<file path="src/rtl/track_dec_pkg.sv">
package track_dec_pkg;
  typedef enum logic [1:0] {
    HALF_BAD  = 2'd0,
    HALF_ONE  = 2'd1,
    HALF_ZERO = 2'd2
  } half_cls_e;
endpackage

</file>
<file path="src/rtl/tsd_sync_edge.sv">
module tsd_sync_edge #(
  parameter int STAGES = 2
) (
  input  logic clk_i,
  input  logic rst_ni,
  input  logic d_i,
  output logic edge_o
);
  logic [STAGES-1:0] sync_q;
  logic              last_q;

  generate
    if (STAGES == 1) begin : g_one
      always_ff @(posedge clk_i or negedge rst_ni)
        if (!rst_ni) sync_q <= '0;
        else         sync_q <= d_i;
    end else begin : g_chain
      always_ff @(posedge clk_i or negedge rst_ni)
        if (!rst_ni) sync_q <= '0;
        else         sync_q <= {sync_q[STAGES-2:0], d_i};
    end
  endgenerate

  always_ff @(posedge clk_i or negedge rst_ni)
    if (!rst_ni) last_q <= 1'b0;
    else         last_q <= sync_q[STAGES-1];

  assign edge_o = sync_q[STAGES-1] ^ last_q;
endmodule

</file>
<file path="src/rtl/tsd_half_timer.sv">
module tsd_half_timer
  import track_dec_pkg::*;
#(
  parameter int ONE_MIN  = 52,
  parameter int ONE_MAX  = 64,
  parameter int ZERO_MIN = 90,
  parameter int ZERO_MAX = 10000
) (
  input  logic      clk_i,
  input  logic      rst_ni,
  input  logic      edge_i,
  input  logic      tick_i,
  output logic      half_vld_o,
  output half_cls_e half_cls_o
);
  localparam int CNT_W = $clog2(ZERO_MAX + 2);
  localparam logic [CNT_W-1:0] L_SAT   = CNT_W'(ZERO_MAX + 1);
  localparam logic [CNT_W-1:0] L_1_MIN = CNT_W'(ONE_MIN);
  localparam logic [CNT_W-1:0] L_1_MAX = CNT_W'(ONE_MAX);
  localparam logic [CNT_W-1:0] L_0_MIN = CNT_W'(ZERO_MIN);
  localparam logic [CNT_W-1:0] L_0_MAX = CNT_W'(ZERO_MAX);

  logic [CNT_W-1:0] cnt_q;
  logic             armed_q;
  half_cls_e        cls_d;

  always_comb begin
    if (cnt_q >= L_1_MIN && cnt_q <= L_1_MAX)      cls_d = HALF_ONE;
    else if (cnt_q >= L_0_MIN && cnt_q <= L_0_MAX) cls_d = HALF_ZERO;
    else                                           cls_d = HALF_BAD;
  end

  // count restarts at each edge; saturation avoids wrap on a stuck line
  always_ff @(posedge clk_i or negedge rst_ni)
    if (!rst_ni) begin
      cnt_q      <= '0;
      armed_q    <= 1'b0;
      half_vld_o <= 1'b0;
      half_cls_o <= HALF_BAD;
    end else begin
      half_vld_o <= edge_i & armed_q;
      if (edge_i) begin
        armed_q    <= 1'b1;
        half_cls_o <= cls_d;
        cnt_q      <= tick_i ? CNT_W'(1) : '0;
      end else if (tick_i && cnt_q != L_SAT) begin
        cnt_q <= cnt_q + 1'b1;
      end
    end
endmodule

</file>
<file path="src/rtl/tsd_pair_fsm.sv">
module tsd_pair_fsm
  import track_dec_pkg::*;
(
  input  logic      clk_i,
  input  logic      rst_ni,
  input  logic      half_vld_i,
  input  half_cls_e half_cls_i,
  output logic      bit_valid_o,
  output logic      bit_o,
  output logic      err_o
);
  logic      pend_q;
  half_cls_e first_q;

  always_ff @(posedge clk_i or negedge rst_ni)
    if (!rst_ni) begin
      pend_q      <= 1'b0;
      first_q     <= HALF_BAD;
      bit_valid_o <= 1'b0;
      bit_o       <= 1'b0;
      err_o       <= 1'b0;
    end else begin
      bit_valid_o <= 1'b0;
      err_o       <= 1'b0;
      if (half_vld_i) begin
        if (half_cls_i == HALF_BAD) begin
          err_o  <= 1'b1;
          pend_q <= 1'b0;
        end else if (!pend_q) begin
          pend_q  <= 1'b1;
          first_q <= half_cls_i;
        end else if (first_q == half_cls_i) begin
          bit_valid_o <= 1'b1;
          bit_o       <= (half_cls_i == HALF_ONE);
          pend_q      <= 1'b0;
        end else begin
          // realign on the current half
          err_o   <= 1'b1;
          first_q <= half_cls_i;
        end
      end
    end
endmodule

</file>
<file path="src/rtl/track_bit_decoder.sv">
module track_bit_decoder
  import track_dec_pkg::*;
#(
  parameter int SYNC_STAGES = 2,
  parameter int ONE_MIN     = 52,
  parameter int ONE_MAX     = 64,
  parameter int ZERO_MIN    = 90,
  parameter int ZERO_MAX    = 10000
) (
  input  logic clk_i,
  input  logic rst_ni,
  input  logic track_i,
  input  logic tick_us_i,
  output logic bit_valid_o,
  output logic bit_o,
  output logic err_o
);
  logic      track_edge;
  logic      half_vld;
  half_cls_e half_cls;

  tsd_sync_edge #(.STAGES(SYNC_STAGES)) i_sync (
    .clk_i  (clk_i),
    .rst_ni (rst_ni),
    .d_i    (track_i),
    .edge_o (track_edge)
  );

  tsd_half_timer #(
    .ONE_MIN (ONE_MIN),
    .ONE_MAX (ONE_MAX),
    .ZERO_MIN(ZERO_MIN),
    .ZERO_MAX(ZERO_MAX)
  ) i_timer (
    .clk_i     (clk_i),
    .rst_ni    (rst_ni),
    .edge_i    (track_edge),
    .tick_i    (tick_us_i),
    .half_vld_o(half_vld),
    .half_cls_o(half_cls)
  );

  tsd_pair_fsm i_pair (
    .clk_i      (clk_i),
    .rst_ni     (rst_ni),
    .half_vld_i (half_vld),
    .half_cls_i (half_cls),
    .bit_valid_o(bit_valid_o),
    .bit_o      (bit_o),
    .err_o      (err_o)
  );
endmodule

</file>
<file path="config.mk">
export PLATFORM = sky130hd
export DESIGN_NAME = track_bit_decoder
export DESIGN_NICKNAME = d
export VERILOG_FILES = /design/src/rtl/track_dec_pkg.sv /design/src/rtl/tsd_sync_edge.sv /design/src/rtl/tsd_half_timer.sv /design/src/rtl/tsd_pair_fsm.sv /design/src/rtl/track_bit_decoder.sv
export SDC_FILE = /design/constraint.sdc
export NUM_CORES = 1
export LEC_CHECK = 0
export BUFFER_PORTS_ARGS = -buffer_cell sky130_fd_sc_hd__buf_2
export CAP_MARGIN = 10
export CORE_MARGIN = 2
export CORE_UTILIZATION = 43
export CTS_CLUSTER_SIZE = 40
export DETAILED_ROUTE_END_ITERATION = 10
export PLACE_DENSITY = 0.63
export REMOVE_ABC_BUFFERS = 1
export SKIP_CTS_REPAIR_TIMING = 1
export SLEW_MARGIN = 20
export SYNTH_ARGS = -nofsm -noshare
export SYNTH_HDL_FRONTEND = slang
export SYNTH_SLANG_ARGS = --single-unit
export TNS_END_PERCENT = 100
</file>
<file path="constraint.sdc">
create_clock -name clk_i -period 1.95 [get_ports clk_i]
set_input_delay 0.39 -clock clk_i [delete_from_list [all_inputs] [get_ports clk_i]]
set_output_delay 0.39 -clock clk_i [all_outputs]
set_load 0.01 [all_outputs]
</file>
# == Word level (Yosys, flattened, before mapping) ==
# Index checks and enable logic that the tools add are counted.
# op_classes
add_sub_neg,1
magnitude_cmp,4
eq_ne,4
mux,17
n_bitwise,3
n_reduce_logical,7
# op_table
cell,count
$mux 14,2
$add 14x1->14 const B,1
$ge 14x6->1 const B,1
$ge 14x7->1 const B,1
$le 14x14->1 const B,1
$le 14x7->1 const B,1
$ne 14x14->1 const B,1
$mux 1,11
$mux 2,4
$reduce_and 4->1,1
$logic_and 1x1->1,3
$reduce_and 3->1,1
$eq 2x1->1 const B,1
$eq 2x2->1,1
$logic_not 2->1,1
$ne 2x2->1 const B,1
$reduce_bool 2->1,1
$and 1x1->1,1
$not 1->1,1
$xor 1x1->1,1
# word_totals
reg_bits,27
output_inout_bits,3

# == Depth between registers and ports, before layout ==
# Gate-level depths: netlist (run 1).
# depth
depth_word,5
mapped_depth,6
depth_no_buf,6

# == Hierarchy ==
# From an unflattened synthesis (run 1), not the netlist that was laid out.
# unflattened
cells_unflattened,143
area_unflattened_um2,1425.1
# modules_own_cells
mod,n_inst,cells_per_inst,area_each_um2
tsd_half_timer,1,104,1008.5
tsd_pair_fsm,1,35,332.8
tsd_sync_edge,1,4,83.8

# == Worst setup path before layout (run 1) ==
# Ideal clock, no wire load.
# synth_path
kind,reg-to-reg
from,reg i_timer.cnt_q[2]
to,reg i_timer.cnt_q[2]
setup_time_ns,0.143
arrival_time_ns,1.567
required_ns,1.807
slack_ns,0.240
stages_incl_launch_ff,5
n_path_buf,0
period_less_slack_ns,1.710
cell_sequence,dfrtp_1 or4_4 o41ai_4 or3_2 a21oi_1
# synth_via
elab_chain_len,3
word_cells_on_any_way,6
cone_classes,1 x add/sub; 1 x eq/ne; 2 x mux; 2 x reduce/logical
# synth_lines
element,line,source
"start, declared",tsd_half_timer.sv:23,logic [CNT_W-1:0] cnt_q;
"start signal, assigned",tsd_half_timer.sv:45,cnt_q <= tick_i ? CNT_W'(1) : '0;
"start signal, assigned",tsd_half_timer.sv:47,cnt_q <= cnt_q + 1'b1;
$add 14x1->14 / $ne 14x14->1 (equally long branches),"tsd_half_timer.sv:47, tsd_half_timer.sv:46",
$mux 14 / $logic_and 1x1->1 (equally long branches),tsd_half_timer.sv:46,end else if (tick_i && cnt_q != L_SAT) begin
$mux 14 / $reduce_bool 2->1 (equally long branches),-,
# Parallel ways exist; a longest one is shown, timed or not. The select of a mux whose other input is x is not followed.
# A chain may end at the register's enable or synchronous reset.

# == Final worst setup path (run 1) ==
# layout_path
from,reg i_timer.cnt_q[0]
to,reg i_timer.half_cls_o[1]
# layout_via
elab_chain_len,4
word_cells_on_any_way,8
cone_classes,4 x order compare; 2 x mux; 2 x reduce/logical
# layout_lines
element,line,source
$ge 14x7->1 / $le 14x14->1 (equally long branches),tsd_half_timer.sv:29,else if (cnt_q >= L_0_MIN && cnt_q <= L_0_MAX) cls_d = HALF_ZERO;
$logic_and 1x1->1,tsd_half_timer.sv:29,
$mux 2,tsd_half_timer.sv:29,
$mux 2 *,tsd_half_timer.sv:28,if (cnt_q >= L_1_MIN && cnt_q <= L_1_MAX) cls_d = HALF_ONE;
"end signal, assigned",tsd_half_timer.sv:44,half_cls_o <= cls_d;
"end, declared",tsd_half_timer.sv:14,output half_cls_e half_cls_o
# Mark *: on every way between the ends. The rest lies on a longest branch, timed or not.

==> impl_results.md, run 1 <==
- Flops & latches, synth: 27
- Max-slew violation count: 0
- Total die area: ~0.0037 mm²
- GPL Wtd Cong: ~0.85
- Vias per cell: 5.38
- Synth Instances: between 100 and 150
- Post-route cell area: between 0.0015 and 0.002 mm²
- Global route overflow: 0
- GRT Util Overall: 15.9%
- Clock Path Buffers: 2
- Layout cell share with drive strength beyond 1: between 15 and 20%
- CTS tree: yes
- First-pass GRT wire length: ~4400 µm
- Initial antenna violation count: 0
- Setup-failing EPs final: 0
- Nets: 165
- PD cells: 642 mW/mm²
- VDD IR max: about 0.00036 V
- Max-Slew Margin vs Limit: a little over 60%
- Setup total negative slack: 0 ns
- Worst skew pair latency: between 0.3 and 0.4 ns
- Final Hold Viols: 0
- Critical Path RT: 2.20 ns
- P_leak: ~0.67 nW
- Starting density of the core: approximately 45%
- CP Launch Type: flop
- I/O pins: 7
- Crit-path max FO: 7
- Post-Route WL: 2550 µm
- DIE WIDTH: between 60 and 70 µm
- Dpl cell area: 0.00150 mm²
- Crit share post-route: 93.2%
- Pwr Total: 0.991 mW
- Number of global-route vias before repair: ~1.0k
- Synth Cell Area: 0.00139 mm²
- Post-route ant nets: 0
- Crit Path Category: flop to flop
- Hold Crit Class: input port to async pin
- Distinct cell type count after synthesis: 35
- Min cycle time layout: between 1.5 and 2 ns
- Detailed Route Iter0 Violations: 41
- CTS root buf: clkbuf_4
- Routed wire per std cell: ~13 µm
- Clock Skew: ~0.0037 ns
- Max-Cap Viols: 0
- Antenna Cells: 0
- CP arrival: approximately 2.1 ns
- CORE AREA: ~0.003 mm²
- Slew @ Worst Pin: 0.587 ns
- Ys Warns: 0
- Die height: around 61 µm
- Post-Route Utilization: 50.2%
- Htree depth: 1
- Peak Freq: ~0.55 GHz
- Clk sinks: 27
- RSZ-0062 raised after global routing: no
- Clock transition at path regs: ~0.14 ns
- Rows: 20
- Crit end category: flop
- DRC viols: 0
- Synth-to-layout area growth: 11.0%
- Min Hold Slack: ~0.037 ns
- Largest net degree at the start of global routing: 28
- Final HPWL DP: 1820 µm
- Number of buffers created by CTS: 3
- Outcome: finished, final reports clean
- Via Count: 1081
- Initial DRT Pass Iterations: 4
- Post-synthesis sequential area ratio: slightly below 50%
- Avg Inst Size Synth: 9.54 µm²
- IO Port Bufs: 6
layout make-up:
| cell class | count | area (µm²) |
|---|---|---|
| Tap cell | 44 | 55.1 |
| Multi-Input combinational cell | 108 | 679 |
| Clock inverter | 1 | 5.00 |
| Timing Repair Buffer | 14 | 90.1 |
| Inverter | 4 | 15.0 |
| Sequential cell | 27 | 678 |
| Clock buffer | 3 | 22.5 |
| Fill cell | 293 | 1530 |
worst paths after layout:
kind	startpoint	end	slack, ns	depth (start not counted)
min in group clk_i	track_i	i_sync.sync_q[0]$_DFF_PN0_	0.15	1
worst min-delay path	rst_ni	i_pair.pend_q$_DFFE_PN0P_	0.04	1
worst max-delay path	i_timer.cnt_q[0]$_DFFE_PN0P_	i_timer.half_cls_o[1]$_DFFE_PN0N_	0.13	6
worst min register to register	i_sync.sync_q[0]$_DFF_PN0_	i_sync.sync_q[1]$_DFF_PN0_	0.37	0
max in group asynchronous	rst_ni	i_timer.cnt_q[1]$_DFFE_PN0P_	1.50	1
worst max register to register	i_timer.cnt_q[0]$_DFFE_PN0P_	i_timer.half_cls_o[1]$_DFFE_PN0N_	0.13	6
cells in the mapped netlist:
library cell | count | area, µm²
nor2b_1 | 1 | 6.26
o21ai_1 | 1 | 5.00
o211a_1 | 1 | 10.0
inv_1 | 4 | 15.0
and3_2 | 1 | 7.51
nor3_1 | 2 | 10.0
o31a_1 | 1 | 8.76
or3_2 | 1 | 7.51
xor2_1 | 7 | 61.3
nand3_1 | 8 | 40.0
o41ai_4 | 1 | 27.5
and2_1 | 2 | 12.5
nor4bb_1 | 2 | 20.0
or4bb_2 | 1 | 12.5
and4_1 | 1 | 8.76
ha_1 | 3 | 37.5
nand2_1 | 15 | 56.3
nor2_1 | 15 | 56.3
nor4_1 | 2 | 12.5
o21a_1 | 1 | 7.51
nand2b_1 | 1 | 6.26
o21ai_0 | 9 | 45.0
mux2_2 | 1 | 11.3
nand3b_1 | 1 | 7.51
o22ai_1 | 1 | 6.26
dfrtp_1 | 27 | 676
a31oi_1 | 3 | 18.8
o211ai_1 | 1 | 7.51
clkbuf_1 | 7 | 26.3
or4_4 | 1 | 11.3
or3_1 | 3 | 18.8
xnor2_1 | 5 | 43.8
a21oi_1 | 7 | 35.0
and3_1 | 1 | 6.26
nand4_1 | 8 | 50.1
worst max-delay path: stages (launching register included):
cell and delay (ns):
dfrtp_2 0.47, inv_1 0.07, ha_1 0.15, or4bb_2 0.62, a21oi_2 0.14, o21ai_0 0.08
a31oi_1 0.20
cell usage in the layout (no fill, tap or decap), types with 3 or more instances in the layout:
cell type,count
a31oi_1,3
or3_1,3
inv_1,4
nand3_1,8
o21ai_0,9
dfrtp_1,25
nand2_1,15
ha_1,3
nor2_1,15
a21oi_1,6
clkbuf_4,3
xnor2_1,5
buf_2,6
nand4_1,8
xor2_1,7
buf_4,8
metal layers:
metal	GRT usage (%)	wire length [µm]
met1	21.7	1270
met2	23.7	1140
met4	7.76	46
met5	0	0
met3	3.62	84
registers in the layout, indices dropped and copies added (netlist names):
| name | count |
|---|---|
| i_timer.half_vld_o | 1 |
| i_pair.first_q | 2 |
| i_pair.bit_valid_o | 1 |
| i_sync.last_q | 1 |
| i_timer.cnt_q | 14 |
| i_sync.sync_q | 2 |
| i_pair.err_o | 1 |
| i_timer.half_cls_o | 2 |
| i_pair.pend_q | 1 |
| i_timer.armed_q | 1 |
| i_pair.bit_o | 1 |
per-stage QoR:
| step | worst slack (ns) | std cells |
|---|---|---|
| 2_1_floorplan | 0.218 | 139 |
| 3_3_place_gp | 0.237 | 195 |
| 3_5_place_dp | 0.183 | 195 |
| 4_1_cts | 0.0850 | 199 |
| 5_1_grt | 0.0124 | 201 |
| 6_report | 0.133 | 201 |
cells by family (layout without fill, tap and decap cells):
family | after synthesis | after routing | synth area share [%]
compound gates | 26 | 26 | 12.3
xor+xnor | 12 | 12 | 7.55
mux | 1 | 1 | 0.809
flops | 27 | 27 | 48.5
buf+inv | 11 | 22 | 2.96
simple gates | 66 | 66 | 25.2
fa+ha+maj | 3 | 3 | 2.70
where the power goes:
| part | internal (mW) | switching [mW] |
|---|---|---|
| clock network | 0.0771 | 0.166 |
| registers | 0.588 | 0.0315 |
| logic | 0.0577 | 0.0714 |
(Power assumes the default switching activity.)
==> inputs of run 2 (changes only) <==
--- a/config.mk
+++ b/config.mk
@@ -12,6 +12,7 @@
 export CTS_CLUSTER_SIZE = 40
 export DETAILED_ROUTE_END_ITERATION = 10
 export PLACE_DENSITY = 0.63
+export RECOVER_POWER = 25
 export REMOVE_ABC_BUFFERS = 1
 export SKIP_CTS_REPAIR_TIMING = 1
 export SLEW_MARGIN = 20
==> impl_results.md, run 2 (synthesis gave the netlist of run 1 again) <==
- Starting density of the core: 45.2% (unchanged)
- DIE WIDTH: 60.9 µm (unchanged)
- Largest net degree at the start of global routing: 28 (unchanged)
- Htree depth: 1 (unchanged)
- Layout cell share with drive strength beyond 1: 16.6% (was 17.2%)
- Crit-path max FO: 7 (unchanged)
- Clk sinks: 27 (unchanged)
- Initial DRT Pass Iterations: 4 (unchanged)
- RSZ-0062 raised after global routing: no (unchanged)
- Critical Path RT: 2.20 ns (about the same)
- Initial antenna violation count: 0 (unchanged)
- Clock Path Buffers: 2 (unchanged)
- Met3 wire length: 83 µm (was 84 µm)
- GRT Util Overall: 15.9% (unchanged)
- Clock Skew: 0.00367 ns (unchanged)
- Antenna Cells: 0 (unchanged)
- Crit share post-route: 93.2% (unchanged)
- Global route overflow: 0 (unchanged)
- Most common cell after layout, fill and taps aside: dfrtp_1 (unchanged)
- Post-route cell area: 0.00154 mm² (was 0.00155 mm²)
- Synth-to-layout area growth: 10.9% (was 11.0%)
- P_leak: 0.664 nW (was 0.666 nW)
- Total die area: 0.00371 mm² (unchanged)
- Max-Slew Margin vs Limit: 6.39% (was 60.9%)
- Metal2 WL: 1140 µm (about the same)
- Min cycle time layout: 1.82 ns (unchanged)
- Worst skew pair latency: 0.33 ns (about the same)
- PD cells: 642 mW/mm² (about the same)
- Slew @ Worst Pin: 1.40 ns (was 0.587 ns)
- Outcome: finished, final reports clean (unchanged)
- Detailed Route Iter0 Violations: 41 (unchanged)
- First-pass GRT wire length: 4370 µm (unchanged)
- Metal-1 WL: 1270 µm (about the same)
- Clock transition at path regs: 0.14 ns (about the same)
- IO Port Bufs: 6 (unchanged)
- Routed wire per std cell: 12.7 µm (about the same)
- Post-route ant nets: 0 (unchanged)
- Number of global-route vias before repair: 1000 (unchanged)
- DRC viols: 0 (unchanged)
- Die height: 60.9 µm (unchanged)
- Peak Freq: 0.550 GHz (unchanged)
- Dpl cell area: 0.00150 mm² (unchanged)
- Rows: 20 (unchanged)
- I/O pins: 7 (unchanged)
- CTS tree: yes (unchanged)
- Max-Cap Viols: 0 (unchanged)
- CTS root buf: clkbuf_4 (unchanged)
- CP Launch Type: flop (unchanged)
- Filler cells: 293 (unchanged)
- Post-Route WL: 2550 µm (about the same)
- Hold Crit Class: input port to flop (was input port to async pin)
- Setup total negative slack: 0 ns (unchanged)
- VDD IR max: 0.000362 V (about the same)
- Commonest cells after routing, fill and taps aside: 25 x dfrtp_1, 15 x nand2_1, 15 x nor2_1, 9 x o21ai_0 (unchanged)
- Number of buffers created by CTS: 3 (unchanged)
- Crit Path Category: flop to flop (unchanged)
- CORE AREA: 0.00308 mm² (unchanged)
- Final HPWL DP: 1820 µm (unchanged)
- Max reg flops: 14 (unchanged)
- Biggest register: i_timer.cnt_q (unchanged)
- Max layer used: met4 (unchanged)
- GPL Wtd Cong: 0.849 (unchanged)
- Final Hold Viols: 0 (unchanged)
- Setup-failing EPs final: 0 (unchanged)
- Max-slew violation count: 0 (unchanged)
- CP arrival: 2.07 ns (about the same)
- Crit end category: flop (unchanged)
- Vias per cell: 5.37 (was 5.38)
- Nets: 165 (unchanged)
- Via Count: 1080 (was 1081)
run 2: changes by cell type in the layout (fill, tap and decap cells not counted):
cell | previous run | this run
buf_2 | 6 | 5
clkbuf_1 | 0 | 1
run 2: power breakdown:
group,total (mW),internal [mW],switching (mW)
Sequential,0.619,0.588,0.0315
Clock,0.243,0.0771,0.166
Combinational,0.129,0.0574,0.0714
run 2: worst max-delay path: stages, from the launching register on:
cell and delay (ns):
dfrtp_2 0.47, inv_1 0.07, ha_1 0.15, or4bb_2 0.62, a21oi_2 0.14, o21ai_0 0.08
a31oi_1 0.20
run 2: worst paths after layout:
kind	slack, ns	from	cells after the start	endpoint
max	0.13	i_timer.cnt_q[0]$_DFFE_PN0P_	6	i_timer.half_cls_o[1]$_DFFE_PN0N_
min	0.15	track_i	1	i_sync.sync_q[0]$_DFF_PN0_
max reg2reg	0.13	i_timer.cnt_q[0]$_DFFE_PN0P_	6	i_timer.half_cls_o[1]$_DFFE_PN0N_
min reg2reg	0.37	i_sync.sync_q[0]$_DFF_PN0_	0	i_sync.sync_q[1]$_DFF_PN0_
max in group asynchronous	0.69	rst_ni	1	i_timer.cnt_q[1]$_DFFE_PN0P_
min in group asynchronous	0.35	rst_ni	1	i_pair.pend_q$_DFFE_PN0P_
run 2: routing by layer:
| layer | track usage, % | vias to the layer above |
|---|---|---|
| li1 | - | 536 |
| met4 | 7.76 | 0 |
| met2 | 23.7 | 21 |
| met5 | 0 | - |
| met3 | 3.62 | 5 |
| met1 | 21.7 | 518 |
run 2: layout make-up:
type                       instances  area, µm²  share of cell area [%]
clock buffer                       3       22.5                    1.46
sequential                        27        678                    43.9
tap                               44       55.1                    3.57
inverter                           4       15.0                   0.972
clock inverter                     1       5.00                   0.324
multi-input combinational        108        679                    44.0
timing repair buffer              14       88.8                    5.75
run 2: stage by stage:
stage                     total power [mW]  utilization (%)  worst slack [ns]  cells  hold WS, ns
after floorplan                      0.698                -             0.218    139       0.0944
after global placement               0.743             48.6             0.237    195        0.337
after detailed placement             0.749             48.6             0.183    195        0.339
after CTS                            0.995             49.5            0.0850    199       0.0540
after global routing                  1.05             50.2            0.0124    201        0.121
final                                0.991             50.2             0.133    201        0.152
==> inputs of run 3 (changes only) <==
--- a/config.mk
+++ b/config.mk
@@ -5,6 +5,7 @@
 export SDC_FILE = /design/constraint.sdc
 export NUM_CORES = 1
 export LEC_CHECK = 0
+export ABC_AREA = 1
 export BUFFER_PORTS_ARGS = -buffer_cell sky130_fd_sc_hd__buf_2
 export CAP_MARGIN = 10
 export CORE_MARGIN = 2
==> impl_results.md, run 3 <==
- Outcome: finished, final reports clean (unchanged)
- Max-Cap Viols: 0 (unchanged)
- Worst r2r src: i_timer.cnt_q[1]$_DFFE_PN0P_ (was i_timer.cnt_q[0]$_DFFE_PN0P_)
- Distinct cell type count after synthesis: 22 (was 35)
- Post-synthesis sequential area ratio: 43.4% (was 48.5%)
- Largest net degree at the start of global routing: 28 (unchanged)
- P_leak: 0.823 nW (was 0.664 nW)
- Initial DRT Pass Iterations: 4 (unchanged)
- Post-synth EDFFs: 0 (unchanged)
- Detailed Route Iter0 Violations: 71 (was 41)
- Pre-CTS WS: 0.385 ns (was 0.183 ns)
- Post-Route WL: 3170 µm (was 2550 µm)
- Rows: 21 (was 20)
- Final HPWL DP: 2270 µm (was 1820 µm)
- Avg Inst Size Synth: 7.48 µm² (was 9.54 µm²)
- Via Count: 1311 (was 1080)
- Async set-or-reset flop fraction in the synthesized netlist: 100% (unchanged)
- Final Hold Viols: 0 (unchanged)
- Prevailing post-synth register cell: dfrtp_1 (unchanged)
- Clock transition at path regs: 0.15 ns (was 0.14 ns)
- Setup total negative slack: 0 ns (unchanged)
- CORE AREA: 0.00342 mm² (was 0.00308 mm²)
- Fin cells: 260 (was 201)
- Area share of the leading cell type in the synthesized netlist: 43.4% (was 48.5%)
- Worst Hold Depth: 1 (unchanged)
- I/O pins: 7 (unchanged)
- Ys Warns: 0 (unchanged)
- Synth area leader: dfrtp_1 (unchanged)
- Setup crit start: i_timer.cnt_q[1]$_DFFE_PN0P_ (was i_timer.cnt_q[0]$_DFFE_PN0P_)
- Clock Skew: 0.00512 ns (was 0.00367 ns)
- Antenna Cells: 0 (unchanged)
- Starting density of the core: 45.6% (was 45.2%)
- Filler cells: 357 (was 293)
- IO Port Bufs: 6 (unchanged)
- Clk sinks: 27 (unchanged)
- Number of global-route vias before repair: 1243 (was 1000)
- Crit share post-route: 82.1% (was 93.2%)
- Htree depth: 1 (unchanged)
- Commonest cells after routing, fill and taps aside: 66 x nand2_1, 27 x dfrtp_1, 26 x nor2_1, 19 x inv_1, 18 x nand3_1 (was 25 x dfrtp_1, 15 x nand2_1, 15 x nor2_1, 9 x o21ai_0)
- Crit Path Category: flop to flop (unchanged)
- Final setup margin: 0.349 ns (was 0.133 ns)
- GPL Wtd Cong: 0.909 (was 0.849)
- Biggest register: i_timer.cnt_q (unchanged)
- Synth Cell Area: 0.00156 mm² (was 0.00139 mm²)
- Post-route ant nets: 0 (unchanged)
- Crit end category: flop (unchanged)
- Synth-to-layout area growth: 5.31% (was 10.9%)
- Critical Path RT: 2.24 ns (was 2.20 ns)
- Number of buffers created by CTS: 3 (unchanged)
- GRT Util Overall: 17.4% (was 15.9%)
- Crit-path max FO: 14 (was 7)
- CP arrival: 1.89 ns (was 2.07 ns)
- Commonest cells in the netlist: 66 x nand2_1, 27 x dfrtp_1, 26 x nor2_1 (was 27 x dfrtp_1, 15 x nand2_1, 15 x nor2_1)
- Max-Slew Margin vs Limit: 3.65% (was 6.39%)
- Worst skew pair latency: 0.34 ns (was 0.33 ns)
- Reg2Reg Depth: 8 (was 6)
- CP Launch Type: flop (unchanged)
- Flop-to-flop setup slack: 0.35 ns (was 0.13 ns)
- Nets: 222 (was 165)
- DIE WIDTH: 64.2 µm (was 60.9 µm)
- CTS root buf: clkbuf_4 (unchanged)
- Layout cell share with drive strength beyond 1: 9.35% (was 16.6%)
- PD cells: 650 mW/mm² (was 642 mW/mm²)
- DRC viols: 0 (unchanged)
- Routed wire per std cell: 12.2 µm (was 12.7 µm)
- Most common cell after layout, fill and taps aside: nand2_1 (was dfrtp_1)
- Die height: 64.2 µm (was 60.9 µm)
- First-pass GRT wire length: 5650 µm (was 4370 µm)
- Total die area: 0.00412 mm² (was 0.00371 mm²)
- Min cycle time layout: 1.60 ns (was 1.82 ns)
- Dominant cells by area after synthesis: dfrtp_1 43%, nand2_1 16%, nor2_1 6.3% (was dfrtp_1 49%, xor2_1 4.4%, nand2_1 4.0%)
- Reg2reg end: i_timer.cnt_q[12]$_DFFE_PN0P_ (was i_timer.half_cls_o[1]$_DFFE_PN0N_)
- Flops & latches, synth: 27 (unchanged)
- Synth Instances: 208 (was 146)
- Hold Crit Class: input port to flop (unchanged)
- VDD IR max: 0.000261 V (was 0.000362 V)
- Max-slew violation count: 0 (unchanged)
- Initial antenna violation count: 0 (unchanged)
- Slew @ Worst Pin: 1.45 ns (was 1.40 ns)
- RSZ-0062 raised after global routing: no (unchanged)
- Vias per cell: 5.04 (was 5.37)
- CTS tree: yes (unchanged)
- Max reg flops: 14 (unchanged)
- Cell with the most instances after synthesis: nand2_1 (was dfrtp_1)
- Peak Freq: 0.625 GHz (was 0.550 GHz)
- Setup-failing EPs final: 0 (unchanged)
- Worst Setup EP: i_timer.cnt_q[12]$_DFFE_PN0P_ (was i_timer.half_cls_o[1]$_DFFE_PN0N_)
- Placed insts: 256 (was 195)
- Clock Path Buffers: 2 (unchanged)
- Global route overflow: 0 (unchanged)
==> run 3: cell count changes after synthesis, sizes merged, moves of 3 or more <==
| cell | previous run | this run |
|---|---|---|
| nand4 | 8 | 13 |
| a31oi | 3 | 0 |
| nor2 | 15 | 31 |
| nand3 | 8 | 19 |
| xor2 | 7 | 4 |
| or3 | 4 | 0 |
| buf | 0 | 4 |
| a21oi | 7 | 3 |
| inv | 4 | 21 |
| clkbuf | 7 | 1 |
| nand2 | 15 | 66 |
==> run 3: final cells by class <==
cell class	instances	area, µm²	share of cell area (%)
repair buffers	7	36.3	2.21
multi-input cells	155	763	46.6
well taps	46	57.6	3.51
inverters	21	78.8	4.81
clock inverters	1	5.00	0.305
flip-flops and latches	27	676	41.2
clock buffers	3	22.5	1.37
==> run 3: critical path, stage by stage (launching register included) <==
cell and delay, ns:
dfrtp_1 0.47, inv_1 0.10, ha_1 0.16, nand3_2 0.10, nor2_4 0.14, nor2_4 0.09
nor2_4 0.31, nand2_1 0.09, nand2_1 0.09
==> run 3: cell families (layout without fill, tap and decap cells) <==
logic type               after synthesis  count (layout)  share of synthesized area [%]
buffers and inverters                 26              32                           7.56
flip-flops                            27              27                           43.4
AO/OA/AOI/OAI                         14              14                           4.50
XOR/XNOR                               7               7                           4.42
AND/OR/NAND/NOR                      131             131                           37.7
adder cells (fa/ha/maj)                3               3                           2.41
==> run 3: how the worst min path moves through the flow <==
stage	start	end	slack, ns
finish	track_i	i_sync.sync_q[0]$_DFF_PN0_	0.14
global route	track_i	i_sync.sync_q[0]$_DFF_PN0_	0.12
CTS	rst_ni	i_pair.first_q[1]$_DFFE_PN0P_	0.07
detailed placement	i_sync.sync_q[0]$_DFF_PN0_	i_sync.sync_q[1]$_DFF_PN0_	0.33
global placement	i_sync.sync_q[0]$_DFF_PN0_	i_sync.sync_q[1]$_DFF_PN0_	0.33
floorplan	rst_ni	i_pair.bit_o$_DFFE_PN0P_	0.09
==> run 3: stage by stage <==
step	util, %	cell area (µm²)	hold WS, ns	total power [mW]
2_1_floorplan	-	1520	0.0944	0.764
3_3_place_gp	47.2	1610	0.335	0.825
3_5_place_dp	47.2	1610	0.335	0.831
4_1_cts	48.0	1640	0.0672	1.08
5_1_grt	48.0	1640	0.121	1.13
6_report	48.0	1640	0.143	1.07
==> run 3: routing by layer <==
layer	up-vias	share of wire (%)	GRT usage, %
met5	-	0	0
met4	0	2.1	6.38
met3	7	3.2	2.11
met2	30	45	28.5
met1	597	49	23.7
li1	677	-	-
==> run 3: where the power goes <==
part	switching (mW)	leakage (nW)	internal, mW
Sequential	0.0349	0.354	0.603
Combinational	0.113	0.452	0.0647
Clock	0.172	0.0177	0.0773
Total	0.320	0.823	0.745
